`src/rtl/aclink_rx_pkg.sv`:
```
`timescale 1ns/1ps
package aclink_rx_pkg;
  localparam int IDX_W  = 7;
  localparam int DATA_W = 16;
  localparam int ID_W   = 2;

  typedef struct packed {
    logic              rd;
    logic [IDX_W-1:0]  idx;
    logic [DATA_W-1:0] wdata;
  } reg_cmd_t;
endpackage

```
`src/rtl/aclink_frame_timer.sv`:
```
`timescale 1ns/1ps
module aclink_frame_timer #(
  parameter int TAG_W     = 16,
  parameter int SLOT_W    = 20,
  parameter int NUM_SLOTS = 12,
  parameter int SIDX_W    = $clog2(NUM_SLOTS + 1),
  parameter int BIDX_W    = $clog2(SLOT_W)
) (
  input  logic              clk,
  input  logic              rst,
  input  logic              sync_i,
  output logic [SIDX_W-1:0] slot_o,
  output logic              slot_end_o
);
  logic              sync_q;
  logic              active;
  logic [SIDX_W-1:0] slot;
  logic [BIDX_W-1:0] bis;
  logic [BIDX_W-1:0] last_bit;
  logic              sync_rise;

  assign sync_rise  = sync_i & ~sync_q;
  assign last_bit   = (slot == '0) ? BIDX_W'(TAG_W - 1) : BIDX_W'(SLOT_W - 1);
  assign slot_end_o = active & ~sync_rise & (bis == last_bit);
  assign slot_o     = slot;

  always_ff @(posedge clk) begin
    if (rst) begin
      sync_q <= 1'b0;
      active <= 1'b0;
      slot   <= '0;
      bis    <= '0;
    end else begin
      sync_q <= sync_i;
      if (sync_rise) begin
        active <= 1'b1;
        slot   <= '0;
        bis    <= '0;
      end else if (active) begin
        if (bis == last_bit) begin
          bis <= '0;
          if (slot == SIDX_W'(NUM_SLOTS)) active <= 1'b0;
          else                            slot   <= slot + 1'b1;
        end else begin
          bis <= bis + 1'b1;
        end
      end
    end
  end
endmodule

```
`src/rtl/aclink_slot_shifter.sv`:
```
`timescale 1ns/1ps
module aclink_slot_shifter #(
  parameter int W = 20
) (
  input  logic         clk,
  input  logic         rst,
  input  logic         sdo_i,
  output logic [W-1:0] word_o
);
  logic [W-2:0] sh;

  always_ff @(posedge clk) begin
    if (rst) sh <= '0;
    else     sh <= {sh[W-3:0], sdo_i};
  end

  assign word_o = {sh, sdo_i};
endmodule

```
`src/rtl/aclink_cmd_decode.sv`:
```
`timescale 1ns/1ps
module aclink_cmd_decode
  import aclink_rx_pkg::*;
#(
  parameter int TAG_W  = 16,
  parameter int SLOT_W = 20,
  parameter int SIDX_W = 4
) (
  input  logic              clk,
  input  logic              rst,
  input  logic              slot_end_i,
  input  logic [SIDX_W-1:0] slot_i,
  input  logic [SLOT_W-1:0] word_i,
  input  logic [ID_W-1:0]   codec_id_i,
  input  logic              codec_ready_i,
  output logic [TAG_W-1:0]  tag_o,
  output logic              stb_o,
  output reg_cmd_t          cmd_o
);
  logic [TAG_W-1:0]  tag_q;
  logic [SLOT_W-1:0] s1_q;
  logic fv, v1, v2, id_hit, rd, even, tag_ok, accept;

  assign fv     = tag_q[TAG_W-1];
  assign v1     = tag_q[TAG_W-2];
  assign v2     = tag_q[TAG_W-3];
  assign id_hit = (tag_q[ID_W-1:0] == codec_id_i);
  assign rd     = s1_q[SLOT_W-1];
  assign even   = ~s1_q[SLOT_W-1-IDX_W];

  always_comb begin
    if (codec_id_i == '0) tag_ok = rd ? v1 : (v1 & v2);
    else                  tag_ok = ~v1 & ~v2;
    accept = fv & id_hit & tag_ok & even & codec_ready_i;
  end

  always_ff @(posedge clk) begin
    if (rst) begin
      tag_q <= '0;
      s1_q  <= '0;
      stb_o <= 1'b0;
      cmd_o <= '0;
    end else begin
      stb_o <= 1'b0;
      if (slot_end_i && slot_i == SIDX_W'(0)) tag_q <= word_i[TAG_W-1:0];
      if (slot_end_i && slot_i == SIDX_W'(1)) s1_q  <= word_i;
      if (slot_end_i && slot_i == SIDX_W'(2) && accept) begin
        stb_o       <= 1'b1;
        cmd_o.rd    <= rd;
        cmd_o.idx   <= s1_q[SLOT_W-2 -: IDX_W];
        cmd_o.wdata <= word_i[SLOT_W-1 -: DATA_W];
      end
    end
  end

  assign tag_o = tag_q;
endmodule

```
`src/rtl/aclink_pb_router.sv`:
```
`timescale 1ns/1ps
module aclink_pb_router #(
  parameter int TAG_W    = 16,
  parameter int SLOT_W   = 20,
  parameter int SIDX_W   = 4,
  parameter int PB_FIRST = 3,
  parameter int PB_LAST  = 10
) (
  input  logic              clk,
  input  logic              rst,
  input  logic              slot_end_i,
  input  logic [SIDX_W-1:0] slot_i,
  input  logic [SLOT_W-1:0] word_i,
  input  logic [TAG_W-1:0]  tag_i,
  output logic              vld_o,
  output logic [SIDX_W-1:0] slot_o,
  output logic [SLOT_W-1:0] data_o
);
  localparam int NSEL = 2 ** SIDX_W;
  logic [NSEL-1:0] en;
  logic            take;

  for (genvar k = 0; k < NSEL; k++) begin : g_en
    if (k >= PB_FIRST && k <= PB_LAST) begin : g_on
      assign en[k] = tag_i[TAG_W-1-k];
    end else begin : g_off
      assign en[k] = 1'b0;
    end
  end

  assign take = slot_end_i & tag_i[TAG_W-1] & en[slot_i];

  always_ff @(posedge clk) begin
    if (rst) begin
      vld_o  <= 1'b0;
      slot_o <= '0;
      data_o <= '0;
    end else begin
      vld_o <= take;
      if (take) begin
        slot_o <= slot_i;
        data_o <= word_i;
      end
    end
  end
endmodule

```
`src/rtl/aclink_rx_decoder.sv`:
```
`timescale 1ns/1ps
module aclink_rx_decoder
  import aclink_rx_pkg::*;
#(
  parameter int TAG_W     = 16,
  parameter int SLOT_W    = 20,
  parameter int NUM_SLOTS = 12,
  parameter int PB_FIRST  = 3,
  parameter int PB_LAST   = 10
) (
  input  logic                               clk,
  input  logic                               rst,
  input  logic                               sync_i,
  input  logic                               sdo_i,
  input  logic [ID_W-1:0]                    codec_id_i,
  input  logic                               codec_ready_i,
  output logic                               acc_stb_o,
  output logic                               acc_rd_o,
  output logic [IDX_W-1:0]                   acc_idx_o,
  output logic [DATA_W-1:0]                  acc_wdata_o,
  output logic                               pb_vld_o,
  output logic [$clog2(NUM_SLOTS+1)-1:0]     pb_slot_o,
  output logic [SLOT_W-1:0]                  pb_data_o
);
  localparam int SIDX_W = $clog2(NUM_SLOTS + 1);
  localparam int BIDX_W = $clog2(SLOT_W);

  logic [SIDX_W-1:0] slot;
  logic              slot_end;
  logic [SLOT_W-1:0] word;
  logic [TAG_W-1:0]  tag;
  reg_cmd_t          cmd;

  aclink_frame_timer #(
    .TAG_W(TAG_W), .SLOT_W(SLOT_W), .NUM_SLOTS(NUM_SLOTS),
    .SIDX_W(SIDX_W), .BIDX_W(BIDX_W)
  ) timer_i (
    .clk(clk), .rst(rst), .sync_i(sync_i),
    .slot_o(slot), .slot_end_o(slot_end)
  );

  aclink_slot_shifter #(.W(SLOT_W)) shift_i (
    .clk(clk), .rst(rst), .sdo_i(sdo_i), .word_o(word)
  );

  aclink_cmd_decode #(
    .TAG_W(TAG_W), .SLOT_W(SLOT_W), .SIDX_W(SIDX_W)
  ) dec_i (
    .clk(clk), .rst(rst), .slot_end_i(slot_end), .slot_i(slot),
    .word_i(word), .codec_id_i(codec_id_i), .codec_ready_i(codec_ready_i),
    .tag_o(tag), .stb_o(acc_stb_o), .cmd_o(cmd)
  );

  aclink_pb_router #(
    .TAG_W(TAG_W), .SLOT_W(SLOT_W), .SIDX_W(SIDX_W),
    .PB_FIRST(PB_FIRST), .PB_LAST(PB_LAST)
  ) pb_i (
    .clk(clk), .rst(rst), .slot_end_i(slot_end), .slot_i(slot),
    .word_i(word), .tag_i(tag),
    .vld_o(pb_vld_o), .slot_o(pb_slot_o), .data_o(pb_data_o)
  );

  assign acc_rd_o    = cmd.rd;
  assign acc_idx_o   = cmd.idx;
  assign acc_wdata_o = cmd.wdata;
endmodule

```
`config.mk`:
```
export PLATFORM = sky130hd
export DESIGN_NAME = aclink_rx_decoder
export DESIGN_NICKNAME = d
export VERILOG_FILES = /design/src/rtl/aclink_rx_pkg.sv /design/src/rtl/aclink_frame_timer.sv /design/src/rtl/aclink_slot_shifter.sv /design/src/rtl/aclink_cmd_decode.sv /design/src/rtl/aclink_pb_router.sv /design/src/rtl/aclink_rx_decoder.sv
export SDC_FILE = /design/constraint.sdc
export NUM_CORES = 1
export LEC_CHECK = 0
export BUFFER_PORTS_ARGS = -buffer_cell sky130_fd_sc_hd__buf_2
export CAP_MARGIN = 40
export CORE_UTILIZATION = 57
export CTS_BUF_LIST = sky130_fd_sc_hd__clkbuf_8 sky130_fd_sc_hd__clkbuf_16
export DETAILED_ROUTE_END_ITERATION = 8
export PLACE_DENSITY = 0.9
export SLEW_MARGIN = 40
export SYNTH_ARGS = -nofsm -noshare
export SYNTH_HDL_FRONTEND = slang
export SYNTH_HIERARCHICAL = 1
export SYNTH_SLANG_ARGS = --single-unit
```
`constraint.sdc`:
```
create_clock -name clk -period 3.55 [get_ports clk]
set_clock_uncertainty 0.15 [all_clocks]
set_input_delay 0.355 -clock clk [delete_from_list [all_inputs] [get_ports clk]]
set_output_delay 0.355 -clock clk [all_outputs]
set_load 0.01 [all_outputs]
```
# After elaboration in Yosys (flattened, before gate mapping)
# Cells that the tools add are included.
# totals
reg_bits	116
input_bits	7
elab_cells	58
# classes
n_addsub	2
n_lt_le_gt_ge	1
n_eq_ne	5
n_mux	11
bitwise	17
reduce_logical	8
# ops
cell	n
$and 1x1->1	11
$mux 5	2
$mux 1	8
$not 1->1	6
$add 5x1->5 const B	1
$eq 5x5->1	1
$lt 4x5->1 const B	1
$add 4x1->4 const B	1
$bmux 1 s4	1
$eq 4x1->1 const B	1
$eq 4x2->1 const B	1
$eq 4x4->1 const B	1
$logic_and 1x1->1	4
$logic_not 4->1	1
$reduce_and 3->1	1
$eq 2x2->1	1
$logic_not 2->1	1
$reduce_or 2->1	1

# Logic depth before layout (Yosys ltp)
# depth
depth_word	8
mapped_depth	11
depth_no_buf	9

# By module
# The synthesis kept the hierarchy.
# by_module_without_submodules
module	instances	cells_each	area_each_um2
aclink_cmd_decode	1	194	2077.0
aclink_pb_router	1	120	1214.9
aclink_frame_timer	1	75	679.4
aclink_slot_shifter	1	40	524.3

# Least setup slack after synthesis
# Ideal clock, no wire load.
# synth_path
kind	register to register
from	reg timer_i.slot[0], in the netlist timer_i/slot_o[0]
to	reg pb_i.data_o[0]
setup_ns	0.072
arrival_time_ns	2.566
t_required_ns	3.328
path_slack_ns	0.762
stages_incl_launch_ff	10
n_path_buf	1
cell_sequence	dfxtp_1 > inv_1 > ha_1 > nor3b_1 > mux2i_1 > nor3_1 > nand2_1 > o41ai_4 > buf_6 > mux2i_1
# synth_via
elab_chain_len	6
# synth_lines
element	line_no	source
start: declaration	aclink_frame_timer.sv:17	logic [SIDX_W-1:0] slot;
start signal: assignment	aclink_frame_timer.sv:43	else slot <= slot + 1'b1;
$logic_not 4->1	aclink_frame_timer.sv:23	assign last_bit = (slot == '0) ? BIDX_W'(TAG_W - 1) : BIDX_W'(SLOT_W - 1);
$mux 5	aclink_frame_timer.sv:23	
$eq 5x5->1	aclink_frame_timer.sv:24	assign slot_end_o = active & ~sync_rise & (bis == last_bit);
$and 1x1->1	aclink_frame_timer.sv:24	
via slot_end	aclink_rx_decoder.sv:29	logic slot_end;
$and 1x1->1 (2 in a row)	aclink_pb_router.sv:31	assign take = slot_end_i & tag_i[TAG_W-1] & en[slot_i];
end signal: assignment	aclink_pb_router.sv:42	data_o <= word_i;
end: declaration	aclink_pb_router.sv:17	output logic [SLOT_W-1:0] data_o
# The timed path passes the listed nets, and every way through them passes these cells. The select of a mux whose other input is x is not followed.
# A chain may end at the register's enable or synchronous reset.

# Worst setup path in the final report
# Same ends and word-level chain as after synthesis.

==> impl_metrics.yaml <==
drt:
  wl_per_cell_um: 14.04
  vias_per_cell: 5.240
  drc: 0
  wirelength_mm: 8.132
  dr.pass1.iters: 5
  vias: 3034
  first_iter_violations: 184
  final_antenna_net_count: 0
grt:
  grt_use_total_pct: 20.88
  globalRouteOverflowTotal: 0
  antenna_found_initial: 0
  grt_pass1_vias: 2940
  grt_pass1_wl_mm: 13.62
  grt_max_degree: 92
worst_setup_path:
  cp-start-kind: "flip-flop"
  worstPathRequired_ns: 3.69
  worstSetupPathType: "reg2reg"
  timing.rr.start: "timer_i/slot_o[0]$_SDFFE_PP0P_"
  path_max_fanout: 15
  critPathMaxStageDelay_ns: 0.59
  ff2ff_path_depth: 9
  critPathLaunch: "timer_i/slot_o[0]$_SDFFE_PP0P_"
  crit_top_cell: "mux2i_1"
  cp_data_arrival_time_ns: 3.12
  slowest_stage: "o41ai_4"
  worstPathCellList: "inv_1 -> ha_1 -> nor3b_1 -> mux2i_1 -> nor3_1 -> nand2_1 -> o41ai_4 -> buf_4 -> mux2i_1"
  endpoint_kind: "flip-flop"
timing:
  hold_viol: 0
  max_freq_ghz: 0.3358
  setup_viol: 0
  fin_setup_tns_ns: 0
  max-slew-margin-rel_pct: 53.31
  rsz0062_at_grt: "false"
  period_needed_ns: 2.978
  fin_ws_ns: 0.5723
  worst_pin_slew_ns: 0.7003
  post-route-period-util_pct: 83.88
  slew_violations: 0
floorplan:
  dieArea_mm2: 0.008064
  start_util_pct: 59.63
  io_pins: 57
  row_count: 31
  fp.dieH_um: 89.80
  coreArea_mm2: 0.007370
  die_w_um: 89.80
layout:
  fin_nets: 485
  n_antenna_cell: 0
  fillers: 581
  area_growth_pct: 12.98
  drive_above_1_share_pct: 19.79
placed_design:
  dp_slack_ns: 0.6387
  hpwl_mm: 5.584
  portBuffers: 56
  gp_routability_congestion: 0.7939
cts:
  path_clk_slew_ns: 0.09
  cts_max_level: 3
  clock-root-buffer: "clkbuf_8"
  post_cts_buffers: 0
  cts_buffers: 9
  cts-hold-fix-buffers: 0
  cts.sinks: 101
  clkLatencyLatePin_ns: 0.37
  cts_tree: "built"
  cts_resized: 0
  cts_buffer_depth: 2
power:
  pwr-share-comb_pct: 2.7
  swShare_pct: 21.51
  powerDensity_mw_per_mm2: 406.1
  p_switching_w: 0.0004336
  share_seq_of_total_power_pct: 56.6
  clkPwrFrac_pct: 40.7
  internal_power_w: 0.001583
  ir_drop_mv: 0.1585
  power.leakage_nw: 2.098
hold_path:
  timing.hold.worst_path_depth: 2
  worstHoldPathType: "in2reg"
  worstHoldStart: "sync_i"
yosys:
  avgSynthCellArea_um2: 10.46
  synth_cells: 420
  ys.warnings.count: 6
  synth_nets: 430
  syn_area_mm2: 0.004394
status:
  status: "finished clean"
flow_run:
  drv_cap: 0
flip-flops by register name, indices dropped and copies added (netlist names), 4 cells and up:
register,flops
timer_i/slot_o,4
dec_i/s1_q,8
timer_i/bis,5
pb_i/slot_o,4
dec_i/cmd_o,24
dec_i/tag_o,13
pb_i/data_o,20
shift_i/sh,19
path summary, 6_finish.rpt:
kind,end,slack [ns]
worst max-delay path,pb_i/data_o[0]$_SDFFE_PP0P_,0.57
worst min-delay path,timer_i/sync_q$_SDFF_PP0_,0.07
worst max register to register,pb_i/data_o[0]$_SDFFE_PP0P_,0.57
worst min register to register,shift_i/sh[2]$_SDFF_PP0_,0.32
worst max-delay path: cells and delay by family (launching register included):
| kind | cells | cell delay [ns] |
|---|---|---|
| buffers and inverters | 2 | 0.45 |
| adder cells (fa/ha/maj) | 1 | 0.18 |
| AO/OA/AOI/OAI | 1 | 0.59 |
| flip-flops | 1 | 0.33 |
| AND/OR/NAND/NOR | 3 | 0.81 |
| multiplexers | 2 | 0.40 |
power groups by stage:
stage / logic (W) / clock network [W] / registers [W]
floorplan: 0.0000463 / 0 / 0.00117
global route: 0.0000592 / 0.000889 / 0.00114
global placement: 0.0000531 / 0 / 0.00117
CTS: 0.0000547 / 0.000833 / 0.00114
finish: 0.0000542 / 0.000820 / 0.00114
detailed placement: 0.0000543 / 0 / 0.00117
metrics by stage:
step	utilization (%)	hold slack [ns]	cells	total power (W)	instance area, um^2
floorplan	-	0.2766	420	0.001211	4394
global placement	64.13	0.2966	562	0.001221	4726
detailed placement	64.23	0.3074	563	0.001223	4733
CTS	67.37	0.06552	579	0.002030	4965
global route	67.37	0.09762	579	0.002092	4965
finish	67.37	0.07002	579	0.002016	4965
cells in the final DEF, fill, tap and decap left out, types with 2 or more instances in the layout:
cell type	count
mux2i_1	70
a21oi_1	3
bufinv_16	2
or2b_1	22
nor2b_1	16
nand4_1	3
ha_1	3
buf_2	55
clkbuf_8	10
nand3_1	8
xor2_1	5
nand3b_1	3
nand2_1	5
buf_4	12
nand4b_1	3
nor2_1	29
or3_1	2
dfxtp_1	101
nor3_1	3
nor3b_1	2
o21ai_0	4
and2b_1	9
o211ai_1	2
inv_1	6
nand2b_1	73
inv_6	2
o21ai_1	2
routing by layer:
| metal | part of all wire, % | GRT usage, % |
|---|---|---|
| met3 | 4.2 | 4.484 |
| met1 | 45 | 25.73 |
| met5 | 0 | 0 |
| met2 | 49 | 35.13 |
| met4 | 1.7 | 9.153 |
final cells by class:
cell class                 instances  area [um^2]  share of cell area [%]
timing repair buffer              67        365.4                   7.359
clock inverter                     6        93.84                   1.890
sequential                       101         2022                   40.73
clock buffer                      10        137.6                   2.772
tap                               99        123.9                   2.495
multi-input combinational        290         2200                   44.30
inverter                           6        22.52                  0.4536
No activity file was read; power rests on OpenSTA's default activity.
